### src/rtl/rank_tie_pkg.sv
package rank_tie_pkg;
  localparam int RANK_W = 15;
  localparam int HALF_W = 16;
  localparam int WORD_W = 2 * HALF_W;
  localparam int CNT_W  = RANK_W + 1;
  localparam int SUM_W  = 2 * CNT_W;
  localparam int NUM_W  = SUM_W + 1;

  typedef logic [SUM_W-1:0] sum_t;

  // w*(w-1)/2 for a run of w equal keys
  function automatic sum_t pair_count(input logic [CNT_W-1:0] w);
    logic [2*CNT_W-1:0] prod;
    prod = (2*CNT_W)'(w) * ((2*CNT_W)'(w) - 1'b1);
    return sum_t'(prod >> 1);
  endfunction
endpackage

### src/rtl/rank_tie_run.sv
module rank_tie_run
  import rank_tie_pkg::*;
#(
  parameter int KEY_W = RANK_W
) (
  input  logic             clk,
  input  logic             rst_n,
  input  logic             beat_i,
  input  logic             last_i,
  input  logic [KEY_W-1:0] key_i,
  output sum_t             inc_o
);
  logic [KEY_W-1:0] prev_q, prev_d;
  logic [CNT_W-1:0] cnt_q, cnt_d, cnt_cur;
  logic             fresh_q, fresh_d;
  logic             match;

  always_comb begin
    match   = !fresh_q && (key_i == prev_q);
    cnt_cur = match ? cnt_q + 1'b1 : CNT_W'(1);
    inc_o   = '0;
    if (beat_i && !fresh_q && !match) inc_o = pair_count(cnt_q);
    if (beat_i && last_i)             inc_o = inc_o + pair_count(cnt_cur);
    prev_d  = prev_q;
    cnt_d   = cnt_q;
    fresh_d = fresh_q;
    if (beat_i) begin
      prev_d  = key_i;
      cnt_d   = cnt_cur;
      fresh_d = last_i;
    end
  end

  always_ff @(posedge clk or negedge rst_n) begin
    if (!rst_n) begin
      prev_q  <= '0;
      cnt_q   <= '0;
      fresh_q <= 1'b1;
    end else if (beat_i) begin
      prev_q  <= prev_d;
      cnt_q   <= cnt_d;
      fresh_q <= fresh_d;
    end
  end

  // a closing beat always leaves the tracker ready for a new run
  a_r6_fresh_after_last: assert property (@(posedge clk) disable iff (!rst_n)
    beat_i && last_i |=> fresh_q);
  // an open run never has length zero
  a_r3_open_run_nonzero: assert property (@(posedge clk) disable iff (!rst_n)
    !fresh_q |-> cnt_q != '0);
  // idle cycles leave run state untouched
  a_r7_idle_keeps_run: assert property (@(posedge clk) disable iff (!rst_n)
    !beat_i |=> $stable(cnt_q) && $stable(fresh_q) && $stable(prev_q));
endmodule

### src/rtl/rank_tie_fold.sv
module rank_tie_fold
  import rank_tie_pkg::*;
(
  input  logic [RANK_W-1:0] n_i,
  input  sum_t              n1_i,
  input  sum_t              n2_i,
  input  sum_t              n3_i,
  input  sum_t              nd_i,
  output logic [NUM_W-1:0]  num_o
);
  logic [2*RANK_W-1:0] nn;
  logic [NUM_W-1:0]    n0_e, n1_e, n2_e, n3_e, nd_e;

  always_comb begin
    nn    = (2*RANK_W)'(n_i) * ((2*RANK_W)'(n_i) - 1'b1);
    n0_e  = NUM_W'(nn >> 1);
    n1_e  = NUM_W'(n1_i);
    n2_e  = NUM_W'(n2_i);
    n3_e  = NUM_W'(n3_i);
    nd_e  = NUM_W'(nd_i);
    // modular arithmetic is exact because the true result fits NUM_W signed
    num_o = n0_e - n1_e - n2_e + n3_e - (nd_e << 1);
  end
endmodule

### src/rtl/rank_tie_scan.sv
module rank_tie_scan
  import rank_tie_pkg::*;
(
  input  logic              clk,
  input  logic              rst_n,
  input  logic              valid_i,
  input  logic              last_i,
  input  logic [WORD_W-1:0] word_i,
  input  logic              mode_i,
  input  logic [RANK_W-1:0] n_i,
  input  logic [SUM_W-1:0]  nd_i,
  output logic              done_o,
  output logic [NUM_W-1:0]  num_o
);
  logic [1:0]        rst_pipe;
  logic              rst_sn;
  logic [RANK_W-1:0] u_key, v_key, single_key;
  logic              beat_j, closing;
  sum_t              inc_s, inc_j;
  sum_t              n1_q, n1_d, n2_q, n2_d, n3_q, n3_d, n2_final;
  logic [NUM_W-1:0]  num_q, num_d, num_fold;
  logic              done_q;
  logic              unused_pad;

  // asynchronous assertion, synchronous release
  always_ff @(posedge clk or negedge rst_n) begin
    if (!rst_n) rst_pipe <= '0;
    else        rst_pipe <= {rst_pipe[0], 1'b1};
  end
  assign rst_sn = rst_pipe[1];

  assign u_key      = word_i[HALF_W +: RANK_W];
  assign v_key      = word_i[0 +: RANK_W];
  assign unused_pad = word_i[WORD_W-1] ^ word_i[HALF_W-1];
  assign single_key = mode_i ? v_key : u_key;
  assign beat_j     = valid_i && !mode_i;
  assign closing    = valid_i && last_i && mode_i;

  rank_tie_run #(.KEY_W(RANK_W)) single_run_i (
    .clk    (clk),
    .rst_n  (rst_sn),
    .beat_i (valid_i),
    .last_i (last_i),
    .key_i  (single_key),
    .inc_o  (inc_s)
  );

  rank_tie_run #(.KEY_W(2*RANK_W)) joint_run_i (
    .clk    (clk),
    .rst_n  (rst_sn),
    .beat_i (beat_j),
    .last_i (last_i),
    .key_i  ({u_key, v_key}),
    .inc_o  (inc_j)
  );

  assign n2_final = n2_q + inc_s;

  rank_tie_fold fold_i (
    .n_i   (n_i),
    .n1_i  (n1_q),
    .n2_i  (n2_final),
    .n3_i  (n3_q),
    .nd_i  (nd_i),
    .num_o (num_fold)
  );

  always_comb begin
    n1_d  = n1_q;
    n2_d  = n2_q;
    n3_d  = n3_q;
    num_d = num_q;
    if (closing) begin
      n1_d  = '0;
      n2_d  = '0;
      n3_d  = '0;
      num_d = num_fold;
    end else if (beat_j) begin
      n1_d = n1_q + inc_s;
      n3_d = n3_q + inc_j;
    end else if (valid_i) begin
      n2_d = n2_final;
    end
  end

  always_ff @(posedge clk or negedge rst_sn) begin
    if (!rst_sn) begin
      n1_q   <= '0;
      n2_q   <= '0;
      n3_q   <= '0;
      num_q  <= '0;
      done_q <= 1'b0;
    end else begin
      done_q <= closing;
      if (valid_i) begin
        n1_q  <= n1_d;
        n2_q  <= n2_d;
        n3_q  <= n3_d;
        num_q <= num_d;
      end
    end
  end

  assign done_o = done_q;
  assign num_o  = num_q;

  // the strobe cycle always sees cleared sums
  a_r10_clear_on_done: assert property (@(posedge clk) disable iff (!rst_sn)
    done_q |-> (n1_q == '0) && (n2_q == '0) && (n3_q == '0));
  // idle cycles change no sum and raise no strobe
  a_r7_idle_no_effect: assert property (@(posedge clk) disable iff (!rst_sn)
    !valid_i |=> $stable(n1_q) && $stable(n2_q) && $stable(n3_q) && !done_q);
  // result changes only together with the strobe
  a_r9_hold_result: assert property (@(posedge clk) disable iff (!rst_sn)
    !done_q |-> $stable(num_q));
  // a v pass never touches the u and joint sums except by the clear
  a_r5_v_pass_isolated: assert property (@(posedge clk) disable iff (!rst_sn)
    valid_i && mode_i && !last_i |=> $stable(n1_q) && $stable(n3_q));
endmodule

### config.mk
export PLATFORM = sky130hd
export DESIGN_NAME = rank_tie_scan
export DESIGN_NICKNAME = d
export VERILOG_FILES = /design/src/rtl/rank_tie_pkg.sv /design/src/rtl/rank_tie_run.sv /design/src/rtl/rank_tie_fold.sv /design/src/rtl/rank_tie_scan.sv
export SDC_FILE = /design/constraint.sdc
export NUM_CORES = 2
export LEC_CHECK = 0
export ABC_AREA = 1
export BUFFER_PORTS_ARGS = -buffer_cell sky130_fd_sc_hd__buf_2
export CAP_MARGIN = 20
export CORE_MARGIN = 4
export CORE_UTILIZATION = 45
export CTS_CLUSTER_DIAMETER = 60
export DETAILED_ROUTE_END_ITERATION = 8
export PLACE_DENSITY_LB_ADDON = 0.3
export SYNTH_ARGS = -nofsm -noshare
export SYNTH_HDL_FRONTEND = slang
export SYNTH_SLANG_ARGS = --single-unit
### constraint.sdc
create_clock -name clk -period 6.63 [get_ports clk]
set_clock_uncertainty 0.1 [all_clocks]
set_input_delay 0.3315 -clock clk [delete_from_list [all_inputs] [get_ports clk]]
set_output_delay 0.3315 -clock clk [all_outputs]
set_load 0.05 [all_outputs]
==> metrics.md <==
| Metric | Value |
|---|---|
| EDFF count, synth | 0 |
| #FFs+latches synth | 211 |
| Mux contribution to synthesized area | 0% |
| Fin cells | ~13,000 |
| Bufs on Longest Clock Path | 3 |
| Hold path depth | 4 |
| Synth Area in Adders | between 50% and 60% |
| Setup CP Type | reg2reg |
| Clk root buf | clkbuf_16 |
| Vias in the first global route | 70,990 |
| CTS buffer count | 42 |
| Global route overflow | 0 |
| Max-cap check violation count | 0 |
| Post-synth top area share | 39.75% |
| Worst hold slack | roughly 0.043 ns |
| PortBufs | between 100 and 150 |
| Failing checks | setup timing |
| Outcome | complete, but fails checks |
| Share of cells above drive strength 1 | 31.31% |
| Period utilisation layout | 191.6% |
| Area contributors post-synth | fa_1, inv_1, ha_1, nand2_1, dfrtp_1 |
| Worst slack at placement | -6.808 ns |
| Largest net degree at the start of global routing | approximately 110 |
| Relative slew slack | between 20 and 25% |
| Largest family of logic cells by synthesized area | adder cells |
| Final Hold Viols | 0 |
| Max-slew violation count | 0 |
| Total Routing Usage GR | between 20% and 30% |
| I/O pins | between 100 and 150 |
| Req. time, crit path | slightly above 7 ns |
| Critical Path AT | approximately 13 ns |
| CTS tree | done |
| Synth area leader | fa_1 |
| Fin util | roughly 64% |
| Most common cell on crit path | fa_1 |
| Syn. warnings | 0 |
| Initial Util | 45.24% |
| Commonest non-fill, non-tap cells in the layout | inv_1, buf_4, nand2_1, fa_1, nor2_1 |
| RSZ-0062 raised after global routing | yes |
| Synth Instances | a little over 9,000 |
| Final WL | approximately 250,000 um |
| Library cells used by synthesis | 59 |
| Clock-pin slew on the worst setup and hold paths | roughly 0.06 ns |
| Min Tclk post-route | roughly 13 ns |
| Die outline width | around 400 um |
| Main synth FF type | dfrtp_1 |
| Syn_area_per_cell | 7.762 um^2 |
| Routed len/inst | roughly 18 um |
| H-tree levels | 2 |
| Total Nets Final | between 10,000 and 15,000 |
| Via-to-Cell Ratio | 5.107 |
| Reg2reg path depth | just under 60 |
| Worst skew pair latency | ~0.65 ns |
| Crit end category | register |
| XOR/XNOR Fraction of Synth Area | around 3.1% |
| Layout area overhead | 41.01% |
| Core area | approximately 160,000 um^2 |
| First-pass GRT wire length | 381,500 um |
| Drt initial violations | between 4,000 and 5,000 |
| Drc violations | 0 |
| Die height | between 400 and 500 um |
| Initial antenna violation count | 2 |
| Critical path's slowest cell | fa_1 |
| FFs w/ async S/R, synth | 100.0% |
| CP Max Fanout | 5 |
| DP Cell Count | around 13,000 |
| GPL Wtd Cong | 0.9718 |
| Compound-gate portion of the synthesized area | under 10% |
| Final WS setup | -6.073 ns |
| Inserted Diodes | 0 |
| Routed via count | 68,362 |
| Synth Area in Simple Gates | 17.81% |
| Synthesized area | 70,670 um^2 |
| Clk sink count | approximately 210 |
| Post-DP HPWL | approximately 210,000 um |
| Delay of the slowest cell on the worst path | 0.56 ns |
| Tightest Pin Transition | 1.136 ns |
| Hold WC Path Type | in2reg |
| Rows | roughly 150 |
| Detail Route Antenna Nets | 0 |
| Die area | 163,400 um^2 |
| Leading cell type in the layout, fill and taps excluded | inv_1 |
| Max Freq | ~0.08 GHz |
| CP Launch Type | register |
| Drt first pass iters | 6 |
| Setup-failing EPs final | 116 |
| Post-synthesis sequential area ratio | about 7.5% |
path summary, 6_finish.rpt:
path | startpoint | endpoint | slack [ns]
worst max-delay path | single_run_i.cnt_q[0] | num_o[30] | -6.07
worst min-delay path | word_i[30] | joint_run_i.prev_q[29] | 0.04
worst max register to register | single_run_i.cnt_q[0] | num_o[30] | -6.07
worst min register to register | rst_pipe[1] | single_run_i.cnt_q[15] | 0.17
max in group asynchronous | rst_pipe[1] | joint_run_i.prev_q[25] | 4.90
min in group asynchronous | rst_pipe[1] | single_run_i.cnt_q[15] | 0.17
worst max-delay path, delay by kind of cell (launching register included):
kind,cells,cell delay (ns)
compound gates,7,0.90
xor+xnor,4,0.66
fa+ha+maj,14,6.00
buf+inv,16,1.76
flops,1,0.40
simple gates,18,2.72
sequential cells by signal, indices dropped and copies added, names as in the netlist:
| signal | count |
|---|---|
| n1_q | 32 |
| num_o | 33 |
| rst_pipe | 2 |
| single_run_i.fresh_q | 1 |
| single_run_i.cnt_q | 16 |
| n3_q | 32 |
| joint_run_i.prev_q | 30 |
| n2_q | 32 |
| single_run_i.prev_q | 15 |
| joint_run_i.cnt_q | 16 |
| done_o | 1 |
| joint_run_i.fresh_q | 1 |
kinds of logic after synthesis:
family | count (synthesis)
AO/OA/AOI/OAI | 1106
adder cells (fa/ha/maj) | 1998
XOR/XNOR | 247
buffers and inverters | 2408
other | 2
AND/OR/NAND/NOR | 3132
flip-flops | 211
cell usage after synthesis, drive strengths merged (2+ instances only):
library cell	n
nor2	759
a31o	2
a21oi	456
o22ai	14
nor3	92
o221ai	7
nor4	22
clkinv	42
conb	2
nand2	1922
o211ai	11
a21o	41
buf	60
o21ai	464
nor3b	3
or2	39
clkbuf	155
xnor2	114
nand3b	16
xor2	132
o311ai	2
o21a	10
fa	1403
nand4	42
a221oi	7
dfstp	2
a211oi	7
a31oi	21
a32o	2
dfrtp	209
and2	7
ha	595
inv	2151
a22o	4
o21bai	28
o31ai	14
a21boi	11
nand3	227
layout make-up:
| class | instances | area (um^2) |
|---|---|---|
| multi-input cells | 6625 | 64670 |
| repair buffers | 2221 | 17170 |
| flip-flops and latches | 211 | 5289 |
| fillers | 13050 | 56560 |
| inverters | 2193 | 8404 |
| clock inverters | 25 | 352.8 |
| clock buffers | 52 | 1189 |
| well taps | 2058 | 2575 |
what timing repair did:
| item | in CTS | in global routing |
|---|---|---|
| resized for setup | 341 | 962 |
| hold buffers | 33 | 0 |
| setup buffers | 53 | 160 |
| gates cloned | 0 | 1 |
| pin swaps | 132 | 412 |
| endpoints found under the setup margin | 118 | 119 |
| endpoints found under the hold margin | 33 | 0 |
metrics by stage:
stage | setup TNS, ns | cell area (um^2)
detailed placement | -462.10 | 90170
CTS | -375.56 | 94130
global route | -427.20 | 99650
global placement | -449.43 | 90170
floorplan | -272.28 | 73730
finish | -379.94 | 99650
routing by layer:
layer	up-vias	global-route usage, %	part of all wire [%]
met4	2	9.769	4.0
met5	-	0	0.0053
met1	34150	39.48	42
met3	509	3.006	5.5
met2	2041	50.61	49
li1	31660	-	-
Power is left out: the tool's default activity adds up to more than one toggle a clock period on the data nets, which glitch-free logic cannot reach.
